===== config.mk =====
export PLATFORM = sky130hd
export DESIGN_NAME = cmpmov_unit
export DESIGN_NICKNAME = d
export VERILOG_FILES = /design/src/rtl/cmpmov_pkg.sv /design/src/rtl/cmpmov_decode.sv /design/src/rtl/cmpmov_compare.sv /design/src/rtl/cmpmov_unit.sv
export SDC_FILE = /design/constraint.sdc
export NUM_CORES = 1
export LEC_CHECK = 0
export BUFFER_PORTS_ARGS = -buffer_cell sky130_fd_sc_hd__clkbuf_2
export CORE_UTILIZATION = 43
export DETAILED_ROUTE_END_ITERATION = 6
export GPL_ROUTABILITY_DRIVEN = 0
export PLACE_DENSITY_LB_ADDON = 0.15
export SLEW_MARGIN = 20
export SYNTH_ARGS = -nofsm -noshare
export SYNTH_HDL_FRONTEND = slang
export SYNTH_SLANG_ARGS = --single-unit

===== constraint.sdc =====
create_clock -name clk -period 4.65 [get_ports clk]
set_clock_uncertainty 0.05 [all_clocks]
set_input_delay 0.6975 -clock clk [delete_from_list [all_inputs] [get_ports clk]]
set_output_delay 0.6975 -clock clk [all_outputs]
set_load 0.005 [all_outputs]

===== src/rtl/cmpmov_pkg.sv =====
package cmpmov_pkg;
  localparam int OP_W = 6;

  localparam logic [OP_W-1:0] OPC_REG       = 6'h00;
  localparam logic [OP_W-1:0] OPC_LESS_IMM  = 6'h0a;
  localparam logic [OP_W-1:0] OPC_LESS_IMMU = 6'h0b;

  localparam logic [OP_W-1:0] FN_MOV_IF_ZERO = 6'h0a;
  localparam logic [OP_W-1:0] FN_MOV_IF_NZ   = 6'h0b;
  localparam logic [OP_W-1:0] FN_LESS_S      = 6'h2a;
  localparam logic [OP_W-1:0] FN_LESS_U      = 6'h2b;

  typedef enum logic [1:0] {
    OPK_NONE,
    OPK_LESS,
    OPK_MOVZ,
    OPK_MOVN
  } op_kind_e;

  typedef struct packed {
    op_kind_e kind;
    logic     use_imm;
    logic     is_signed;
  } dec_ctl_t;
endpackage


===== src/rtl/cmpmov_decode.sv =====
module cmpmov_decode
  import cmpmov_pkg::*;
(
  input  logic [OP_W-1:0] opcode,
  input  logic [OP_W-1:0] funct,
  output dec_ctl_t        ctl
);
  always_comb begin
    ctl = '{kind: OPK_NONE, use_imm: 1'b0, is_signed: 1'b0};
    unique case (opcode)
      OPC_REG: begin
        unique case (funct)
          FN_LESS_S:      ctl = '{kind: OPK_LESS, use_imm: 1'b0, is_signed: 1'b1};
          FN_LESS_U:      ctl = '{kind: OPK_LESS, use_imm: 1'b0, is_signed: 1'b0};
          FN_MOV_IF_ZERO: ctl.kind = OPK_MOVZ;
          FN_MOV_IF_NZ:   ctl.kind = OPK_MOVN;
          default:        ctl.kind = OPK_NONE;
        endcase
      end
      OPC_LESS_IMM:  ctl = '{kind: OPK_LESS, use_imm: 1'b1, is_signed: 1'b1};
      OPC_LESS_IMMU: ctl = '{kind: OPK_LESS, use_imm: 1'b1, is_signed: 1'b0};
      default:       ctl.kind = OPK_NONE;
    endcase
  end
endmodule


===== src/rtl/cmpmov_compare.sv =====
module cmpmov_compare #(
  parameter int W = 32
) (
  input  logic [W-1:0] a,
  input  logic [W-1:0] b,
  input  logic         is_signed,
  output logic         lt
);
  // One extra top bit turns both flavours into a single signed compare.
  logic signed [W:0] a_x;
  logic signed [W:0] b_x;

  assign a_x = {is_signed & a[W-1], a};
  assign b_x = {is_signed & b[W-1], b};
  assign lt  = (a_x < b_x);
endmodule


===== src/rtl/cmpmov_unit.sv =====
module cmpmov_unit
  import cmpmov_pkg::*;
#(
  parameter int DATA_W = 32,
  parameter int IMM_W  = 16
) (
  input  logic              clk,
  input  logic              rst,
  input  logic [OP_W-1:0]   opcode,
  input  logic [OP_W-1:0]   funct,
  input  logic [DATA_W-1:0] rs_val,
  input  logic [DATA_W-1:0] rt_val,
  input  logic [IMM_W-1:0]  imm,
  output logic [DATA_W-1:0] result,
  output logic              wr_en
);
  localparam int EXT_W = DATA_W - IMM_W;

  dec_ctl_t          ctl;
  logic [DATA_W-1:0] imm_ext;
  logic [DATA_W-1:0] cmp_b;
  logic              less;
  logic              rt_zero;
  logic [DATA_W-1:0] nxt_result;
  logic              nxt_wr;

  cmpmov_decode u_decode (
    .opcode (opcode),
    .funct  (funct),
    .ctl    (ctl)
  );

  assign imm_ext = {{EXT_W{imm[IMM_W-1]}}, imm};
  assign cmp_b   = ctl.use_imm ? imm_ext : rt_val;
  assign rt_zero = (rt_val == '0);

  cmpmov_compare #(.W(DATA_W)) u_compare (
    .a         (rs_val),
    .b         (cmp_b),
    .is_signed (ctl.is_signed),
    .lt        (less)
  );

  always_comb begin
    nxt_result = '0;
    nxt_wr     = 1'b0;
    unique case (ctl.kind)
      OPK_LESS: begin
        nxt_result = {{(DATA_W-1){1'b0}}, less};
        nxt_wr     = 1'b1;
      end
      OPK_MOVZ: begin
        nxt_wr     = rt_zero;
        nxt_result = rt_zero ? rs_val : '0;
      end
      OPK_MOVN: begin
        nxt_wr     = !rt_zero;
        nxt_result = rt_zero ? '0 : rs_val;
      end
      default: begin
        nxt_result = '0;
        nxt_wr     = 1'b0;
      end
    endcase
  end

  always_ff @(posedge clk) begin
    if (rst) begin
      result <= '0;
      wr_en  <= 1'b0;
    end else begin
      result <= nxt_result;
      wr_en  <= nxt_wr;
    end
  end

  AST_LESS_IS_BIT: assert property (@(posedge clk) disable iff (rst)
    (opcode == OPC_REG && (funct == FN_LESS_S || funct == FN_LESS_U))
    |=> (wr_en && result[DATA_W-1:1] == '0));

  AST_MOVZ_PASS: assert property (@(posedge clk) disable iff (rst)
    (opcode == OPC_REG && funct == FN_MOV_IF_ZERO && rt_val == '0)
    |=> (wr_en && result == $past(rs_val)));

  AST_MOVN_PASS: assert property (@(posedge clk) disable iff (rst)
    (opcode == OPC_REG && funct == FN_MOV_IF_NZ && rt_val != '0)
    |=> (wr_en && result == $past(rs_val)));

  AST_MOV_SUPPRESS: assert property (@(posedge clk) disable iff (rst)
    (opcode == OPC_REG &&
     ((funct == FN_MOV_IF_ZERO && rt_val != '0) || (funct == FN_MOV_IF_NZ && rt_val == '0)))
    |=> (!wr_en && result == '0));

  AST_IDLE_ZERO: assert property (@(posedge clk) disable iff (rst)
    (opcode != OPC_REG && opcode != OPC_LESS_IMM && opcode != OPC_LESS_IMMU)
    |=> (!wr_en && result == '0));
endmodule


* After elaboration in Yosys (flattened, before gate mapping)
Index checks and enable logic that the tools add are counted.
Storage, ports and cells: output and inout bits 33, bits of input ports 94, bits in registers 33
Operators by class: bitwise gates (word level) 2, reductions and logical operators 5, equal/unequal tests 9, magnitude comparators 1, mux-type cells 9
Operators by type and width (count):
- $mux 32 | 3
- $pmux 32 s3 | 1
- $lt 33x33->1 | 1
- $logic_not 32->1 | 1
- $eq 6x4->1 const B | 4
- $eq 6x6->1 const B | 2
- $pmux 2 s3 | 2
- $logic_not 6->1 | 1
- $eq 2x2->1 const B | 2
- $pmux 2 s2 | 1
- $reduce_or 2->1 | 2
- $pmux 1 s3 | 1
- $and 1x1->1 | 2
- $eq 2x1->1 const B | 1
- $logic_not 1->1 | 1
- $mux 1 | 1

* Depth between registers and ports, before layout
depth in word-level cells 7, gate-level depth with buffers 14, mapped depth without buffers 12

* By module
A second synthesis with hierarchy kept.
Second synthesis, totals: cell total of the unflattened synthesis 267, area total of the unflattened synthesis 2298.5 µm²
By module, submodules not included:
- cmpmov_unit | instances 1, cells each 144, area an instance 1382.6 µm², seq. area each 660.6 µm²
- cmpmov_compare | instances 1, cells each 112, area an instance 819.5 µm², seq. area each 0.0 µm²
- cmpmov_decode | instances 1, cells each 11, area an instance 96.3 µm², seq. area each 0.0 µm²

* Worst setup path before layout
Ideal clock, no wire load.
path type input -> register, start point input port opcode[2], end point register result[0], required time 4.483 ns, arrival time 3.392 ns, buffers on the path 3, setup time 0.117 ns, cell stages on the path 14, path slack 1.090 ns, path through nor3_2 -> and3_1 -> buf_4 -> and2_1 -> clkbuf_1 -> clkbuf_1 -> a21oi_1 -> ha_1 -> a21oi_1 -> o21ai_0 -> a221oi_1 -> o211ai_1 -> or3_1 -> a32o_1
Between the ends: cells in the longest elaborated chain, start to end 6, elaborated cells on any way between the ends 14, those cells by class order compare: 1; eq/ne: 5; mux: 4; bitwise: 2; reduce/logical: 2
RTL lines:
- start, declared | line cmpmov_unit.sv:9 | input logic [OP_W-1:0] opcode,
- $eq 6x4->1 / $logic_not 6->1 (equally long branches) | line cmpmov_decode.sv:10 | unique case (opcode)
- $pmux 2 s3 | line cmpmov_decode.sv:10
- $mux 32 | line cmpmov_unit.sv:34 | assign cmp_b = ctl.use_imm ? imm_ext : rt_val;
- $and 1x1->1 | line cmpmov_compare.sv:14 | assign b_x = {is_signed & b[W-1], b};
- $lt 33x33->1 | line cmpmov_compare.sv:15 | assign lt = (a_x < b_x);
- $pmux 32 s3 (*) | line cmpmov_unit.sv:47 | unique case (ctl.kind)
- end signal, assigned | line cmpmov_unit.sv:72 | result <= nxt_result;
- end, declared | line cmpmov_unit.sv:14 | output logic [DATA_W-1:0] result,
Every way passes the cells marked *; elsewhere a longest branch is shown, timed or not. A chain may end at the register's enable or synchronous reset.

* Worst setup path in the final report
Same ends and word-level chain as after synthesis.

==> summary.txt <==
DP HPWL -> 4.56 mm
Internal cell power -> 453 uW
CTS tree -> built
Pins Over Slew Limit -> 0
Share of the synthesized area in the top cell type -> 0.320
Post-synth top flop -> dfxtp_1
Post-synth EDFFs -> 0
Number of synthesis warnings -> 0
Clk slew on worst S/H paths -> 0.07 ns
GRT Overall Usage -> 0.217
Top delay family on crit path -> simple AND/OR/NAND/NOR gates
Final setup viols -> 0
Multiplexer share of the synthesized area -> 0.0679
Setup Buffers After CTS -> 0
ANT nets after route -> 0
Kind of critical path -> in2reg
Die W -> 71.3 um
P&R area growth vs syn -> 35.4%
Via/cell ratio -> 5.28
Share of total power in the clock network -> 0.336
Worst slew margin -> 0.533
Setup TNS Final -> 0 ns
Synth Area in XOR/XNOR -> 0.00849
Pre-antenna DRT Iters -> 7
Tcrit/Tclk final -> 0.781
Net Switching -> 161 uW
Data required time at the worst endpoint -> 4.77 ns
Flop pwr share -> 0.460
Measured slew at the worst slew-check pin -> 0.699 ns
Post-layout minimum cycle time -> 3.63 ns
Slowest CP cell -> nand3_1
VDD IR max -> 128 uV
Hold Crit Class -> in2reg
Port Buffers -> 126
Largest family of logic cells by synthesized area -> simple AND/OR/NAND/NOR gates
Nets@finish -> 470
TritonCTS Sinks -> 33
Top cells by area, synth -> dfxtp_1 32%, ha_1 19%, and2_1 10%, a21oi_1 7.5%, mux2i_1 6.8%
Worst path bufs/invs -> 1
Combinational Power Share -> 0.204
Final Util -> 0.624
CTS Buf Count -> 5
First-pass GRT wire length -> 8.58 mm
Synth async-reset ratio -> 0
Commonest non-fill, non-tap cell in the layout -> clkbuf_2
Root Buffer Master -> clkbuf_8
RSZ-0062 raised after global routing -> no
Drt drc -> 9
Cts repair resizes -> 0
Grt total ovfl -> 0
Dominant cell type by area after synthesis -> dfxtp_1
CTS Hold Bufs -> 0
Failing checks -> design-rule violations
Max Buffers Root-to-Sink -> 2
Startpoint Class -> input pin
Routed wire length -> 5.43 mm
Synth Area in Adders -> 0.194
Status -> finished, violations left
FMAX -> 275 MHz
DR iter-0 viols -> 52
Unique masters post-synth -> 34
Largest net degree at the start of global routing -> 21
Leakage Power -> 0.00140 uW
CP arrival -> 3.76 ns
Cell breakdown of the critical path -> clkbuf_2 > nor3_2 > nand3_1 > o22ai_1 > and2_1 > ha_1 > and4_1 > a221oi_1 > o211ai_1 > or3_1 > a32o_1
Syn Nets -> 344
FP Rows -> 24
Maxcap violations -> 0
Die area -> 0.00508 mm2
Vias -> 2097
# diodes -> 0
Initial antenna violation count -> 0
Synth Area in Simple Gates -> 0.247
Register area share after synthesis -> 0.320
Fill cell count -> 423
Initial Util -> 0.461
Syn Area/Cell -> 9.46 um2
Commonest cells after routing, fill and taps aside -> 126 x clkbuf_2, 33 x and2_1, 33 x dfxtp_1, 32 x ha_1, 31 x a21oi_1
Count of final hold-check violations -> 0
Ports -> 127
Core area -> 0.00447 mm2
Pwr per Cell Area -> 220 mW/mm2
Cell area after synthesis -> 0.00206 mm2
Vias in the first global route -> 2017
Sw Share -> 0.263
Share of cells above drive strength 1 -> 0.394
Die Height -> 71.3 um
Number of synthesized register bits -> 33
Synth Area in Compound Gates -> 0.132
Routed len/inst -> 13.7 um
CP max stage delay -> 0.55 ns
Kind of end point of the critical path -> flop
Depth of the CTS H-tree -> 2
Crit-path max FO -> 20
Syn Inst Count -> 218
[cell type report]
class                           instances  area (um2)  area share
Multi-Input combinational cell        176        1340       0.480
Sequential cell                        33         661       0.237
Timing Repair Buffer                  128         646       0.231
Tap cell                               52        65.1      0.0233
Clock buffer                            8        80.1      0.0287
[layer usage]
layer	vias to the layer above	routed length, um	GRT usage
met3	6	279	0.0338
met2	82	2660	0.395
li1	1068	-	-
met5	-	0	0
met1	941	2410	0.254
met4	0	72	0.0844
[flip-flops by register name (all words and copies together), names as in the netlist]
register and count:
result 32, wr_en 1
[path summary, 6_finish.rpt]
check	startpoint	endpoint	slack, ns	cells past startpoint
setup / recovery	opcode[2]	result[0]	1.02	11
hold / removal	rs_val[11]	result[11]	0.58	2
[synth_stat cells, types with 2 or more instances]
cell type / instances
o21ai_0: 5
nand2_1: 8
nand3_1: 6
ha_1: 32
dfxtp_1: 33
nand2b_1: 2
clkbuf_1: 4
nand4_1: 7
a221oi_1: 2
a21oi_1: 31
xor2_1: 2
and4_1: 6
and2_1: 33
nor4_1: 9
buf_6: 3
a21o_1: 2
mux2i_1: 14
nor2_1: 3
[metrics by stage]
stage                     instances  hold WS [ns]  cell area [um2]  worst slack [ns]  power, uW
after floorplan                 218         0.717             2060              1.09        350
after global placement          389         0.868             2710             0.928        412
after detailed placement        389         0.874             2710             0.768        414
after CTS                       397         0.583             2790              1.06        621
after global routing            397         0.592             2790             0.777        647
final                           397         0.581             2790              1.02        614
[power groups by stage]
stage	clock [uW]	combinational (uW)	sequential (uW)
2_1_floorplan	0	61.1	289
3_3_place_gp	0	123	289
3_5_place_dp	0	125	289
4_1_cts	212	126	283
5_1_grt	221	143	283
6_report	206	125	283
[logic make-up (layout without fill, tap and decap cells)]
group | Yosys count | after routing
compound gates | 47 | 47
xor+xnor | 2 | 2
fa+ha+maj | 32 | 32
buf+inv | 9 | 136
flops | 33 | 33
mux | 14 | 14
simple gates | 81 | 81
No activity file was read; power rests on OpenSTA's default activity.
